[src/rtl/cmt16_channel.sv]
module cmt16_channel #(
  parameter int NCMP = 4,
  parameter int CW   = 16
) (
  input  logic          clk,
  input  logic          rst_n,
  input  logic          run,
  input  logic [2:0]    addr,
  input  logic          wr_en,
  input  logic [CW-1:0] wdata,
  output logic [CW-1:0] rdata,
  input  logic [3:0]    ext_cnt,
  input  logic          ext_clr,
  output logic [4:0]    irq
);
  localparam logic [2:0] A_CTRL = 3'd0, A_IEN = 3'd1, A_STAT = 3'd2, A_CNT = 3'd3;
  localparam bit FOUR_CMP = (NCMP > 2);

  logic [7:0]    ctrl;
  logic [7:0]    ien_q;
  logic [4:0]    flg;
  logic [CW-1:0] cnt;
  logic [3:0]    pre;
  logic [3:0]    s1, s2, s3;
  logic [CW-1:0] cmp [4];

  logic [1:0] dsh;
  logic [3:0] ph;
  always_comb begin
    dsh = ctrl[1:0];
    ph  = 4'd0;
    if (ctrl[1:0] != 2'd0) begin
      case (ctrl[4:3])
        2'b01:   ph  = 4'd1 << (ctrl[1:0] - 2'd1);
        2'b10,
        2'b11:   dsh = ctrl[1:0] - 2'd1;
        default: ;
      endcase
    end
  end

  wire [3:0] pmask = (4'd1 << dsh) - 4'd1;
  wire       itick = (((pre + ph) & pmask) == 4'd0);
  wire [3:0] erise = s2 & ~s3;
  wire       etick = erise[ctrl[1:0]];
  wire       tick  = run & (ctrl[2] ? etick : itick);

  wire       clr_cmp = ctrl[6] ^ ctrl[5];
  wire [1:0] csel    = {FOUR_CMP & ctrl[7], ctrl[6]};
  wire       hit_clr = tick & clr_cmp & (cnt == cmp[csel]);
  wire       sclr    = run & (ctrl[6:5] == 2'b11) & ext_clr;
  wire       cnt_wr  = wr_en & (addr == A_CNT);
  wire       adv     = tick & ~cnt_wr & ~sclr;
  wire [CW-1:0] cnt_nx = hit_clr ? '0 : cnt + 1'b1;

  logic [4:0] fset;
  always_comb begin
    for (int i = 0; i < 4; i++)
      fset[i] = adv & ien_q[i] & (i < NCMP) & (cnt_nx == cmp[i]);
    fset[4] = adv & ien_q[4] & (&cnt);
  end

  always_ff @(posedge clk or negedge rst_n)
    if (!rst_n) begin
      pre <= '0;
      s1  <= '0;
      s2  <= '0;
      s3  <= '0;
    end else begin
      pre <= pre + 4'd1;
      s1  <= ext_cnt;
      s2  <= s1;
      s3  <= s2;
    end

  always_ff @(posedge clk or negedge rst_n)
    if (!rst_n)                        ctrl <= '0;
    else if (wr_en && addr == A_CTRL)  ctrl <= wdata[7:0];

  always_ff @(posedge clk or negedge rst_n)
    if (!rst_n)                        ien_q <= '0;
    else if (wr_en && addr == A_IEN)   ien_q <= wdata[7:0];

  always_ff @(posedge clk or negedge rst_n)
    if (!rst_n)                        flg <= '0;
    else if (wr_en && addr == A_STAT)  flg <= (flg & wdata[4:0]) | fset;
    else                               flg <= flg | fset;

  always_ff @(posedge clk or negedge rst_n)
    if (!rst_n)       cnt <= '0;
    else if (cnt_wr)  cnt <= wdata;
    else if (sclr)    cnt <= '0;
    else if (tick)    cnt <= cnt_nx;

  for (genvar g = 0; g < 4; g++) begin : g_cmp
    if (g < NCMP) begin : g_reg
      always_ff @(posedge clk or negedge rst_n)
        if (!rst_n)                            cmp[g] <= '1;
        else if (wr_en && addr == 3'(4 + g))   cmp[g] <= wdata;
    end else begin : g_none
      assign cmp[g] = '1;
    end
  end

  always_comb
    case (addr)
      A_CTRL:  rdata = {{(CW-8){1'b0}}, ctrl};
      A_IEN:   rdata = {{(CW-8){1'b0}}, ien_q[7], 1'b1, ien_q[5:0]};
      A_STAT:  rdata = {{(CW-8){1'b0}}, 3'b110, flg};
      A_CNT:   rdata = cnt;
      default: rdata = cmp[addr[1:0]];
    endcase

  assign irq = flg & ien_q[4:0];

  AST_HOLD_IDLE: assert property (@(posedge clk) disable iff (!rst_n)
    (!run && !cnt_wr) |=> (cnt == $past(cnt)));
  AST_AUTO_CLEAR: assert property (@(posedge clk) disable iff (!rst_n)
    (tick && clr_cmp && cnt == cmp[csel] && !cnt_wr && !sclr) |=> (cnt == '0));
  AST_SYNC_CLEAR: assert property (@(posedge clk) disable iff (!rst_n)
    (sclr && !cnt_wr) |=> (cnt == '0));
  AST_FLAG_STICKY: assert property (@(posedge clk) disable iff (!rst_n)
    !(wr_en && addr == A_STAT) |=> ((flg & $past(flg)) == $past(flg)));
  AST_OVF_SET: assert property (@(posedge clk) disable iff (!rst_n)
    (run && tick && (&cnt) && ien_q[4] && !cnt_wr && !sclr) |=> flg[4]);
  AST_WRITE_WINS: assert property (@(posedge clk) disable iff (!rst_n)
    cnt_wr |=> (cnt == $past(wdata)));
endmodule

[config.mk]
export PLATFORM = sky130hd
export DESIGN_NAME = cmt16_channel
export DESIGN_NICKNAME = d
export VERILOG_FILES = /design/src/rtl/cmt16_channel.sv
export SDC_FILE = /design/constraint.sdc
export NUM_CORES = 1
export LEC_CHECK = 0
export ABC_CLOCK_PERIOD_IN_PS = 5800
export BUFFER_PORTS_ARGS = -buffer_cell sky130_fd_sc_hd__buf_2
export CORE_UTILIZATION = 60
export DETAILED_ROUTE_END_ITERATION = 10
export PLACE_DENSITY = 0.91
export SETUP_SLACK_MARGIN = 0.5
export SYNTH_ARGS = -nofsm -noshare
export SYNTH_HDL_FRONTEND = slang
export SYNTH_SLANG_ARGS = --single-unit
[constraint.sdc]
create_clock -name clk -period 5.8 [get_ports clk]
set_clock_uncertainty 0.2 [all_clocks]
set_input_delay 0.58 -clock clk [delete_from_list [all_inputs] [get_ports clk]]
set_output_delay 0.58 -clock clk [all_outputs]
set_load 0.03 [all_outputs]
-- Word-level counts from Yosys, hierarchy flattened
Index checks and enable logic that the tools add are counted.
- bits of input ports: 28
- bits in registers: 117
- word-level logic and storage cells: 100
- output and inout bits: 21
- multiplexer cells: 19
- $add $sub $neg: 5
- bitwise logic cells: 30
- equal/unequal tests: 16
- reduce and logical (&&, ||, !) cells: 13
- shift operators: 2
- magnitude comparators: 3
- operators by type and width (kind ; number):
    two-way mux 16 bit ; 8
    == test 16 bit ; 5
    binary-select mux 16 bit (select 2 bit) ; 2
    one-hot mux 16 bit (4 select lines) ; 1
    bitwise AND 1 bit ; 18
    adder 16 x 1 -> 16 bit, second input constant ; 1
    AND reduction 16 bit ; 1
    == test 3 bit, second input constant ; 4
    bitwise AND 5 bit ; 2
    OR 5 bit ; 2
    bitwise AND 4 bit ; 2
    two-way mux 4 bit ; 2
    << shifter 1 x 2 -> 4 bit, first input constant ; 2
    logical AND 1 bit ; 7
    == test 2 bit, second input constant ; 3
    == test 3 x 2 -> 1 bit, second input constant ; 2
    >= comparator 3 bit, second input constant ; 2
    inverter 2 -> 3 bit ; 2
    two-way mux 5 bit ; 1
    adder 4 x 1 -> 4 bit, second input constant ; 1
    adder 4 bit ; 1
    logical NOT 4 bit ; 1
    two-way mux 2 bit ; 2
    inverter 4 bit ; 1
    13 further kinds ; 15

-- Longest topological paths before layout
Gate-level depths: netlist of the first run.
- word-level depth: 17
- depth in mapped cells: 16
- depth with buffers taken out: 14

-- Worst setup path before layout of the first run
Ideal clock, no wire load.
- path kind: reg-to-reg
- from: register ctrl[0]
- to: register flg[0]
- slack: 1.850 ns
- setup time: 0.095 ns
- arrival: 3.655 ns
- buffers on the path: 1
- period minus slack after synthesis: 3.950 ns
- stages on the path, launching flop included: 16
- data required time: 5.505 ns
- cell sequence: dfrtp_1 -> clkbuf_1 -> inv_1 -> ha_1 -> nor3b_1 -> and2_1 -> ha_1 -> inv_1 -> fa_1 -> a22oi_1 -> a221oi_1 -> o311ai_2 -> nor4_4 -> or3b_2 -> a221o_1 -> o31ai_1
- longest elaborated chain between the ends: 16
- elaborated cells between the ends (all ways): 27
- those cells by class: 3 x add/sub; 1 x eq/ne; 2 x shift; 9 x mux; 10 x bitwise; 2 x reduce/logical
- ends and longest elaborated chain (element ; RTL line ; text):
    start: declaration ; 19 ; logic [7:0] ctrl;
    start signal: assignment ; 78 ; else if (wr_en && addr == A_CTRL) ctrl <= wdata[7:0];
    subtractor 2 x 1 -> 2 bit ; 34, 36 ;
    << shifter 1 x 2 -> 4 bit / two-way mux 2 bit (equally long branches) ; 34, 33 ;
    two-way mux 4 bit / two-way mux 2 bit (equally long branches) ; 33, 32 ;
    two-way mux 4 bit / << shifter 1 x 2 -> 4 bit (equally long branches) ; 32, 42 ;
    adder 4 bit / subtractor 4 x 1 -> 4 bit (equally long branches) ; 43, 42 ;
    bitwise AND 4 bit ; 43 ; wire itick = (((pre + ph) & pmask) == 4'd0);
    logical NOT 4 bit ; 43 ;
    two-way mux 1 bit (*) ; 46 ; wire tick = run & (ctrl[2] ? etick : itick);
    bitwise AND 1 bit (*) ; 46 ;
    bitwise AND 1 bit (2 in a row) ; 50 ; wire hit_clr = tick & clr_cmp & (cnt == cmp[csel]);
    two-way mux 16 bit ; 54 ; wire [CW-1:0] cnt_nx = hit_clr ? '0 : cnt + 1'b1;
    == test 16 bit ; 59 ; fset[i] = adv & ien_q[i] & (i < NCMP) & (cnt_nx == cmp[i]);
    bitwise AND 1 bit (*) ; 59 ;
    OR 5 bit, on equally long branches ; 87, 86 ;
    two-way mux 5 bit (*) ; 86 ; else if (wr_en && addr == A_STAT) flg <= (flg & wdata[4:0]) | fset;
    end signal: assignment ; 86 ;
    end signal: assignment ; 87 ; else flg <= flg | fset;
    end: declaration ; 21 ; logic [4:0] flg;
Every way passes the cells marked *; elsewhere a longest branch is shown, timed or not. The select of a mux whose other input is x is not followed.
A chain may end at the register's enable or synchronous reset.

-- Final worst setup path of the first run
Ends and elaborated chain as after synthesis.

==> flow_summary.json, run 1 <==
{
  "hold_viol": 0,
  "ys_seq_area_frac": 0.392,
  "multi_input_area_um2": 4290,
  "numCtsBuffers": 17,
  "layout-drive-gt1-share": 0.389,
  "post_cts_buffers": 0,
  "slew_viol_final": 0,
  "synth_area_um2": 7540,
  "total_power_w": 0.00403,
  "antenna_found_initial": 0,
  "synthFlopType": "dfstp_2",
  "p_leak_nw": 3.36,
  "die_x_um": 114,
  "clk_pin_slew_worst_paths_ns": 0.06,
  "post-dp-hpwl_um": 17500,
  "grt_use_total": 0.414,
  "r2r_start": "ctrl[0]",
  "clk_latency_ns": 0.43,
  "synthesis.nets": 707,
  "wl_um": 25200,
  "core.rowCount": 40,
  "power_frac_clock": 0.250,
  "gp_congestion": 1.05,
  "async_flop_share": 1.00,
  "yosys_register_bits": 115,
  "grt_start_max_net_pins": 69,
  "irDropWorstVdd_uv": 281,
  "cts_max_level": 4,
  "rrSetupSlack_ns": 1.12,
  "drtIter0Drc": 915,
  "min_path_type": "in2reg",
  "overflow": 0,
  "seqCellArea_um2": 2960,
  "avgSynthCellArea_um2": 11.3,
  "antenna_left": 0,
  "firstDrtPassIters": 7,
  "drc": 0,
  "dieArea_um2": 13000,
  "vias": 6561,
  "seqPwrFrac": 0.366,
  "initial_core_util": 0.623,
  "comb_power_share": 0.383,
  "worstPathArrival_ns": 4.80,
  "crit_fanout": 13,
  "rr_endpoint": "flg[0]",
  "rsz0062_at_grt": "no",
  "port_buffers": 48,
  "setup_viol": 0,
  "nFillCells": 882,
  "synth_warnings": 0,
  "pin_count": 49,
  "tightest_slew_ns": 1.25,
  "tns_ns": 0,
  "finalCritPeriodShare": 0.807,
  "status": "finished clean",
  "first_global_vias": 6561,
  "min_period_ns": 4.68,
  "slew-limit-headroom": 0.162,
  "min-delay-start": "ext_cnt[0]",
  "drt-vias-per-instance": 7.35,
  "cts_root_buffer": "clkbuf_16",
  "p_sw_frac": 0.400,
  "wire_per_inst_um": 28.2,
  "cts_tree": "done",
  "p_int_w": 0.00242,
  "cts.sinks": 115,
  "critPathKind": "reg2reg",
  "synth_cells": 668,
  "cp-end-kind": "flop",
  "power.density_nw_per_um2": 475,
  "grt_pass1_wl_um": 38800,
  "r2r_cells": 14,
  "finalInstanceArea_um2": 8470,
  "synth-edff-count": 0,
  "switching_power_w": 0.00161,
  "nets": 752,
  "startpoint_type": "flop",
  "core_area_um2": 12100,
  "cts_max_path_buffers": 2,
  "placed_cell_area_um2": 7900,
  "min_path_cells": 1,
  "crit_required_ns": 5.93,
  "die_h_um": 114,
  "synth_cell_type_count": 76,
  "fmax_ghz": 0.214,
  "min_to": "s1[0]",
  "cap_viol_max_count": 0,
  "syn_to_final_growth_pct": 12.3,
  "antenna_cells": 0
}
[repair_timing]
item,in CTS,in global routing
gates resized for setup,0,0
hold buffers,1,0
endpoints found under the hold margin,11,0
[cells by family (layout without fill, tap and decap cells)]
logic type | Yosys count | after routing | share of synthesized area
multiplexers | 123 | 123 | 0.233
AO/OA/AOI/OAI | 154 | 154 | 0.152
adder cells (fa/ha/maj) | 11 | 11 | 0.0192
XOR/XNOR | 37 | 37 | 0.0448
AND/OR/NAND/NOR | 169 | 169 | 0.120
flip-flops | 115 | 115 | 0.392
buffers and inverters | 59 | 116 | 0.0388
[cell usage after synthesis, types with 6 or more instances]
| cell type | number | area, um2 |
|---|---|---|
| dfrtp_1 | 51 | 1280 |
| nor2_1 | 40 | 150 |
| a22oi_1 | 9 | 67.6 |
| nand4_1 | 10 | 62.6 |
| nand2_1 | 28 | 105 |
| clkbuf_1 | 20 | 75.1 |
| a21oi_1 | 18 | 90.1 |
| xnor2_1 | 30 | 263 |
| mux4_1 | 6 | 158 |
| mux2i_1 | 10 | 100 |
| mux2_2 | 81 | 912 |
| a22o_1 | 18 | 158 |
| ha_1 | 10 | 125 |
| mux4_2 | 26 | 586 |
| xor2_1 | 6 | 52.6 |
| nor4_1 | 12 | 75.1 |
| a221o_1 | 6 | 60.1 |
| buf_2 | 6 | 30.0 |
| o21ai_0 | 32 | 160 |
| o22ai_1 | 7 | 43.8 |
| nor3_1 | 12 | 60.1 |
| inv_1 | 20 | 75.1 |
| a2bb2oi_1 | 9 | 78.8 |
| nand3_1 | 17 | 85.1 |
| and2_1 | 8 | 50.1 |
| dfstp_2 | 64 | 1680 |
[registers in the layout (all words and copies together) (netlist names)]
register,count
s1,4
ien_q,7
flg,5
s2,4
cnt,16
s3,4
ctrl,8
cmp,64
pre,3
[critical path, stage by stage (launching register included)]
cell and delay [ns]:
dfrtp_1 0.54, inv_1 0.17, ha_1 0.26, nor3b_1 0.30, and2_1 0.18, ha_1 0.15
inv_1 0.05, fa_1 0.46, a22oi_1 0.23, a221oi_1 0.10, o311ai_2 0.64, nor4_4 0.23
or3b_2 0.52, a221o_1 0.34, o31ai_1 0.19
[per-stage QoR]
stage | setup slack, ns | cells | utilization | hold WS, ns
floorplan | 1.85 | 668 | - | 0.0844
global placement | 1.58 | 861 | 0.652 | 0.135
detailed placement | 1.31 | 861 | 0.652 | 0.139
CTS | 1.18 | 893 | 0.699 | 0.0548
global route | 0.701 | 893 | 0.699 | 0.0400
finish | 1.12 | 893 | 0.699 | 0.0566
[layout by cell type, fill, tap and decap left out, types with 5 or more instances in the layout]
cell type  instances
mux4_1             6
a21oi_1           18
nand2_1           28
nand4_1           10
buf_4             17
xnor2_1           30
a22oi_1            9
nor2b_1            5
clkbuf_16         18
xor2_1             6
mux2i_1           10
o31ai_1            5
ha_1              10
dfstp_2           64
nor4_1            12
mux2_2            81
nor3_1            12
nand3_1           17
o21ai_0           32
and2_1             8
inv_1             20
a22o_1            18
o22ai_1            7
buf_2             47
dfrtp_1           51
nor2_1            40
a221o_1            6
mux4_2            26
o22a_1             5
a2bb2oi_1          9
[final cells by class]
| class | instances | area share |
|---|---|---|
| inverters | 20 | 0.00886 |
| clock buffers | 23 | 0.0577 |
| well taps | 168 | 0.0248 |
| repair buffers | 65 | 0.0440 |
| multi-input cells | 494 | 0.506 |
| flip-flops and latches | 115 | 0.349 |
| clock inverters | 8 | 0.00901 |
[power groups by stage]
stage / Clock, W / Combinational [W] / Sequential [W]
6_report: 0.00101 / 0.00154 / 0.00148
5_1_grt: 0.00105 / 0.00164 / 0.00149
4_1_cts: 0.00101 / 0.00150 / 0.00145
3_5_place_dp: 0 / 0.00149 / 0.00145
3_3_place_gp: 0 / 0.00146 / 0.00145
2_1_floorplan: 0 / 0.00121 / 0.00122
[layer usage]
layer | vias up | global-route usage | share of wire
li1 | 2673 | - | -
met5 | - | 0 | 0
met4 | 0 | 0.220 | 0.048
met3 | 119 | 0.152 | 0.13
met2 | 527 | 0.598 | 0.44
met1 | 3242 | 0.543 | 0.38
[how the worst max path moves through the flow]
stage,startpoint,to,slack (ns),cells after the start
global placement,ctrl[0],flg[1],1.58,14
detailed placement,ctrl[0],flg[0],1.31,14
finish,ctrl[0],flg[0],1.12,14
CTS,ctrl[0],flg[0],1.18,14
global route,ctrl[0],cnt[2],0.70,13
floorplan,ctrl[0],flg[0],1.85,15
(Power assumes the default switching activity.)
==> run 2: changes to the inputs <==
--- a/config.mk
+++ b/config.mk
@@ -5,11 +5,11 @@
 export SDC_FILE = /design/constraint.sdc
 export NUM_CORES = 1
 export LEC_CHECK = 0
-export ABC_CLOCK_PERIOD_IN_PS = 5800
+export ABC_CLOCK_PERIOD_IN_PS = 4100
 export BUFFER_PORTS_ARGS = -buffer_cell sky130_fd_sc_hd__buf_2
-export CORE_UTILIZATION = 60
+export CORE_UTILIZATION = 56
 export DETAILED_ROUTE_END_ITERATION = 10
-export PLACE_DENSITY = 0.91
+export PLACE_DENSITY = 0.89
 export SETUP_SLACK_MARGIN = 0.5
 export SYNTH_ARGS = -nofsm -noshare
 export SYNTH_HDL_FRONTEND = slang
==> constraint.sdc (replaced) <==
create_clock -name clk -period 4.1 [get_ports clk]
set_clock_uncertainty 0.2 [all_clocks]
set_input_delay 0.41 -clock clk [delete_from_list [all_inputs] [get_ports clk]]
set_output_delay 0.41 -clock clk [all_outputs]
set_load 0.03 [all_outputs]
==> run 2 against run 1 <==
Effect of this change: via count increased by 6.1%; routed wire length increased by 8.9%; clock power increased by 33%; first-iteration DRC count up 48%; clock-buffer cell count is 4 higher; register-to-register slack lost 0.82 ns; non-clock buffer count increased by 39; sequential share of layout area fell by 2.4 points; sequential power up 39%; largest cell class unchanged; highest routed layer unchanged.
==> flow_summary.json, run 2 (synthesized netlist as in run 1, its figures left out) <==
{
  "drtIter0Drc": 1351,
  "port_buffers": 48,
  "dieArea_um2": 13900,
  "die_h_um": 118,
  "clk_pin_slew_worst_paths_ns": 0.05,
  "cts.sinks": 115,
  "rr_endpoint": "flg[2]",
  "cts_root_buffer": "clkbuf_16",
  "status": "finished clean",
  "tightest_slew_ns": 1.40,
  "seqPwrFrac": 0.344,
  "wire_per_inst_um": 29.1,
  "wl_um": 27400,
  "slew_viol_final": 0,
  "p_sw_frac": 0.410,
  "r2r_start": "ctrl[1]",
  "pin_count": 49,
  "grt_pass1_wl_um": 40500,
  "cp-end-kind": "flop",
  "grt_use_total": 0.395,
  "post-dp-hpwl_um": 18500,
  "finalCritPeriodShare": 0.926,
  "crit_end": "flg[2]",
  "syn_to_final_growth_pct": 20.9,
  "power_frac_clock": 0.224,
  "startpoint_type": "flop",
  "tns_ns": 0,
  "cap_viol_max_count": 0,
  "core_area_um2": 13200,
  "initial_core_util": 0.572,
  "worst-path-stages": 16,
  "power.density_nw_per_um2": 655,
  "cp-startpoint": "ctrl[1]",
  "slowest_stage": "fa_2",
  "critPathBufInv": 4,
  "comb_power_share": 0.432,
  "layout-drive-gt1-share": 0.462,
  "clk_latency_ns": 0.42,
  "numCtsBuffers": 17,
  "drt-vias-per-instance": 7.39,
  "layout_common_cells": "mux2_2, dfstp_2, dfrtp_1, buf_2, buf_4",
  "min_period_ns": 3.80,
  "vias": 6964,
  "irDropWorstVdd_uv": 387,
  "critPathKind": "reg2reg",
  "worstPathCellList": "inv_2 -> ha_4 -> nor3b_4 -> and2_1 -> ha_2 -> inv_2 -> fa_2 -> a22oi_2 -> a221oi_2 -> o311ai_4 -> buf_6 -> buf_6 -> and2b_4 -> nand4_1 -> a221o_1 -> o31ai_1",
  "fmax_ghz": 0.263,
  "top_regs": "cmp x64, cnt x16, ctrl x8",
  "antenna_left": 0,
  "firstDrtPassIters": 8,
  "p_leak_nw": 3.65,
  "cts_tree": "done",
  "largest_register_ffs": 64,
  "nets": 792,
  "first_global_vias": 6698,
  "min_path_type": "in2reg",
  "cp_top_family": "compound AO/OA/AOI/OAI gates",
  "hold_viol": 0,
  "slowest_delay_ns": 0.52,
  "p_int_w": 0.00352,
  "crit_fanout": 5,
  "rrSetupSlack_ns": 0.30,
  "rsz0062_at_grt": "yes",
  "largest_register": "cmp",
  "cts_max_path_buffers": 2,
  "final_cells": 942,
  "grt_start_max_net_pins": 73,
  "crit_required_ns": 4.23,
  "worstPathArrival_ns": 3.93,
  "switching_power_w": 0.00245,
  "r2r_cells": 16,
  "drc": 0,
  "slew-limit-headroom": 0.0619,
  "overflow": 0,
  "antenna_found_initial": 0,
  "gp_congestion": 1.09,
  "cts_max_level": 4,
  "antenna_cells": 0,
  "dp_cells": 886,
  "setup_viol": 0,
  "layout_commonest_cell": "mux2_2",
  "die_x_um": 118,
  "core.rowCount": 42
}
## run 2: cell types whose count changed in the layout (fill, tap and decap cells not counted), sizes merged
| cell | previous run | this run |
|---|---|---|
| inv | 21 | 20 |
| buf | 64 | 98 |
| nor4 | 13 | 14 |
| clkbuf | 23 | 28 |
| dlygate4sd3 | 1 | 5 |
| clkinv | 5 | 4 |
| bufinv | 1 | 0 |
## run 2: power by group through the flow
stage | sequential [W] | combinational [W] | clock (W)
finish | 0.00205 | 0.00258 | 0.00134
global route | 0.00207 | 0.00269 | 0.00140
CTS | 0.00200 | 0.00235 | 0.00134
detailed placement | 0.00200 | 0.00228 | 0
global placement | 0.00199 | 0.00223 | 0
floorplan | 0.00172 | 0.00174 | 0
## run 2: layout make-up
| cell class | count | area (um2) |
|---|---|---|
| clock buffer | 27 | 503 |
| clock inverter | 5 | 27.5 |
| fill | 926 | 4070 |
| inverter | 20 | 80.1 |
| multi-input combinational | 495 | 4580 |
| sequential | 115 | 2960 |
| tap | 176 | 220 |
| timing repair buffer | 104 | 749 |
## run 2: worst min path at each step
stage	start	depth (start not counted)	endpoint
finish	wdata[11]	2	cmp[11]
floorplan	rst_n	0	cnt[0]
detailed placement	s1[1]	0	s2[1]
CTS	wdata[11]	2	cmp[11]
global placement	s1[1]	0	s2[1]
global route	wdata[11]	2	cmp[43]
## run 2: through the flow
| step | setup slack, ns | util | hold slack [ns] | power, W | instance area, um2 |
|---|---|---|---|---|---|
| 2_1_floorplan | 0.454 | - | -0.0856 | 0.00346 | 7580 |
| 3_3_place_gp | 0.111 | 0.614 | 0.138 | 0.00422 | 8110 |
| 3_5_place_dp | 0.0934 | 0.614 | 0.143 | 0.00428 | 8110 |
| 4_1_cts | 0.384 | 0.669 | 0.0674 | 0.00569 | 8830 |
| 5_1_grt | 0.128 | 0.691 | 0.0856 | 0.00616 | 9120 |
| 6_report | 0.303 | 0.691 | 0.0821 | 0.00597 | 9120 |
## run 2: routing by layer
layer | track usage | up-vias | wire, um
met2 | 0.586 | 603 | 12500
met1 | 0.524 | 3456 | 9870
met5 | 0 | - | 0
met3 | 0.127 | 132 | 3700
li1 | - | 2773 | -
met4 | 0.188 | 0 | 1360
## run 2: timing repair
| action | CTS | global route |
|---|---|---|
| endpoints found under the setup margin | 20 | 19 |
| hold buffers | 5 | 0 |
| setup buffers | 9 | 8 |
| resized for setup | 14 | 42 |
| pin swaps | 16 | 25 |
| cloned | 1 | 1 |
| endpoints found under the hold margin | 47 | 0 |
==> run 3: changes to the inputs <==
--- a/config.mk
+++ b/config.mk
@@ -9,7 +9,7 @@
 export BUFFER_PORTS_ARGS = -buffer_cell sky130_fd_sc_hd__buf_2
 export CORE_UTILIZATION = 56
 export DETAILED_ROUTE_END_ITERATION = 10
-export PLACE_DENSITY = 0.89
+export PLACE_DENSITY = 0.77
 export SETUP_SLACK_MARGIN = 0.5
 export SYNTH_ARGS = -nofsm -noshare
 export SYNTH_HDL_FRONTEND = slang
==> run 3 against run 2 <==
Effect of this change: clock-buffer cell count down 7; utilization fell by 1.2 points; clock power increased by 9.7%; worst setup slack worse by 0.027 ns; largest cell class unchanged; highest routed layer unchanged.
==> flow_summary.json, run 3 (synthesized netlist as in run 1, its figures left out) <==
{
  "status": "finished clean",
  "cts_max_level": 4,
  "clk_latency_ns": 0.43,
  "syn_to_final_growth_pct": 18.8,
  "firstDrtPassIters": 8,
  "layout_common_cells": "mux2_2, dfstp_2, dfrtp_1, buf_2, nor2_1",
  "min_path_type": "in2reg",
  "setup_viol": 0,
  "antenna_found_initial": 1,
  "setup_slack_ns": 0.275,
  "cts_max_path_buffers": 2,
  "critPathKind": "reg2reg",
  "tns_ns": 0,
  "cts.sinks": 115,
  "clk_pin_slew_worst_paths_ns": 0.06,
  "power.density_nw_per_um2": 665,
  "rrSetupSlack_ns": 0.28,
  "cp-end-kind": "flop",
  "post-route-util": 0.679,
  "initial_core_util": 0.572,
  "slowest_stage": "o311ai_4",
  "dp_cells": 885,
  "crit_end": "flg[0]",
  "layout_commonest_cell": "mux2_2",
  "p_leak_nw": 3.58,
  "core_area_um2": 13200,
  "drc": 0,
  "gp_congestion": 1.02,
  "layout-drive-gt1-share": 0.454,
  "wl_um": 27000,
  "final_cells": 931,
  "pin_count": 49,
  "cap_viol_max_count": 0,
  "rsz0062_at_grt": "yes",
  "cts_tree": "done",
  "irDropWorstVdd_uv": 375,
  "startpoint_type": "flop",
  "numCtsBuffers": 17,
  "cts_root_buffer": "clkbuf_16",
  "post-place-ws_ns": -0.0270,
  "cp-startpoint": "ctrl[0]",
  "worstPathCellList": "buf_6 -> ha_1 -> and2_1 -> ha_2 -> inv_2 -> fa_2 -> a22oi_2 -> a221oi_2 -> o311ai_4 -> nor4_4 -> buf_4 -> or3b_4 -> a221o_1 -> o31ai_1",
  "slew-limit-headroom": 0.281,
  "top_regs": "cmp x64, cnt x16, ctrl x8",
  "slowest_delay_ns": 0.47,
  "vias": 6667,
  "placed_cell_area_um2": 8090,
  "port_buffers": 48,
  "drtIter0Drc": 864,
  "rr_endpoint": "flg[0]",
  "finalInstanceArea_um2": 8960,
  "wire_per_inst_um": 29.0,
  "r2r_cells": 14,
  "crit_required_ns": 4.23,
  "largest_register": "cmp",
  "post-dp-hpwl_um": 18900,
  "min_period_ns": 3.82,
  "die_x_um": 118,
  "core.rowCount": 42,
  "tightest_slew_ns": 1.07,
  "slew_viol_final": 0,
  "grt_pass1_wl_um": 40700,
  "first_global_vias": 6368,
  "grt_use_total": 0.398,
  "nets": 780,
  "largest_register_ffs": 64,
  "die_h_um": 118,
  "dieArea_um2": 13900,
  "finalCritPeriodShare": 0.933,
  "hold_viol": 0,
  "worstPathArrival_ns": 3.95,
  "r2r_start": "ctrl[0]",
  "crit_fanout": 11,
  "drt-vias-per-instance": 7.16,
  "antenna_left": 0,
  "overflow": 0,
  "fmax_ghz": 0.261,
  "grt_start_max_net_pins": 64
}
[run 3: cell types whose count changed in the layout (fill, tap and decap cells not counted), moves of 2 or more]
| cell | before | now |
|---|---|---|
| mux4_1 | 6 | 4 |
| clkbuf_8 | 4 | 0 |
| mux4_2 | 26 | 28 |
| inv_6 | 1 | 5 |
| buf_4 | 43 | 34 |
| clkbuf_1 | 6 | 0 |
| o21ai_0 | 27 | 24 |
| clkbuf_16 | 18 | 20 |
| o21ai_1 | 1 | 6 |
| clkinv_4 | 0 | 3 |
[run 3: how the worst min path moves through the flow]
stage	endpoint	start	cells past startpoint	slack, ns
after floorplan	cnt[0]	rst_n	0	-0.09
after global placement	s2[3]	s1[3]	0	0.13
after detailed placement	s2[1]	s1[1]	0	0.14
after CTS	cmp[44]	wdata[12]	2	0.08
after global routing	cmp[12]	wdata[12]	2	0.11
final	cmp[12]	wdata[12]	2	0.10
[run 3: per-layer routing]
| metal | part of all wire | vias to the layer above | track usage |
|---|---|---|---|
| met4 | 0.035 | 0 | 0.158 |
| met5 | 0 | - | 0 |
| met2 | 0.45 | 502 | 0.590 |
| li1 | - | 2731 | - |
| met3 | 0.11 | 79 | 0.0761 |
| met1 | 0.40 | 3355 | 0.575 |
[run 3: power breakdown]
group,internal [W],leakage (nW),switching [W]
sequential,0.00150,1.28,0.000535
combinational,0.00113,2.01,0.00132
clock,0.000887,0.289,0.000580
[run 3: timing repair]
item,4_1_cts,5_1_grt
hold buffers,5,0
endpoints found under the setup margin,20,20
resized for setup,10,39
pin swaps,14,22
gates cloned,0,2
hold endpoints to repair,28,0
setup buffers,5,1
[run 3: worst max-delay path, delay by kind of cell (launching register included)]
kind	cells	cell delay [ns]
and+or+nand+nor	3	0.62
adders and majority gates	3	0.80
DFF	1	0.44
buffers and inverters	3	0.41
AOI/OAI and AO/OA	5	1.24
[run 3: area by class of cell]
type	count	area [um2]
sequential	115	2960
fill	950	4230
antenna	1	2.50
clock buffer	20	500
multi-input combinational	494	4460
timing repair buffer	93	641
clock inverter	12	91.3
tap	176	220
inverter	20	80.1
[run 3: per-stage QoR]
stage	power [W]	hold slack [ns]
2_1_floorplan	0.00346	-0.0856
3_3_place_gp	0.00423	0.133
3_5_place_dp	0.00427	0.138
4_1_cts	0.00579	0.0751
5_1_grt	0.00617	0.108
6_report	0.00596	0.101
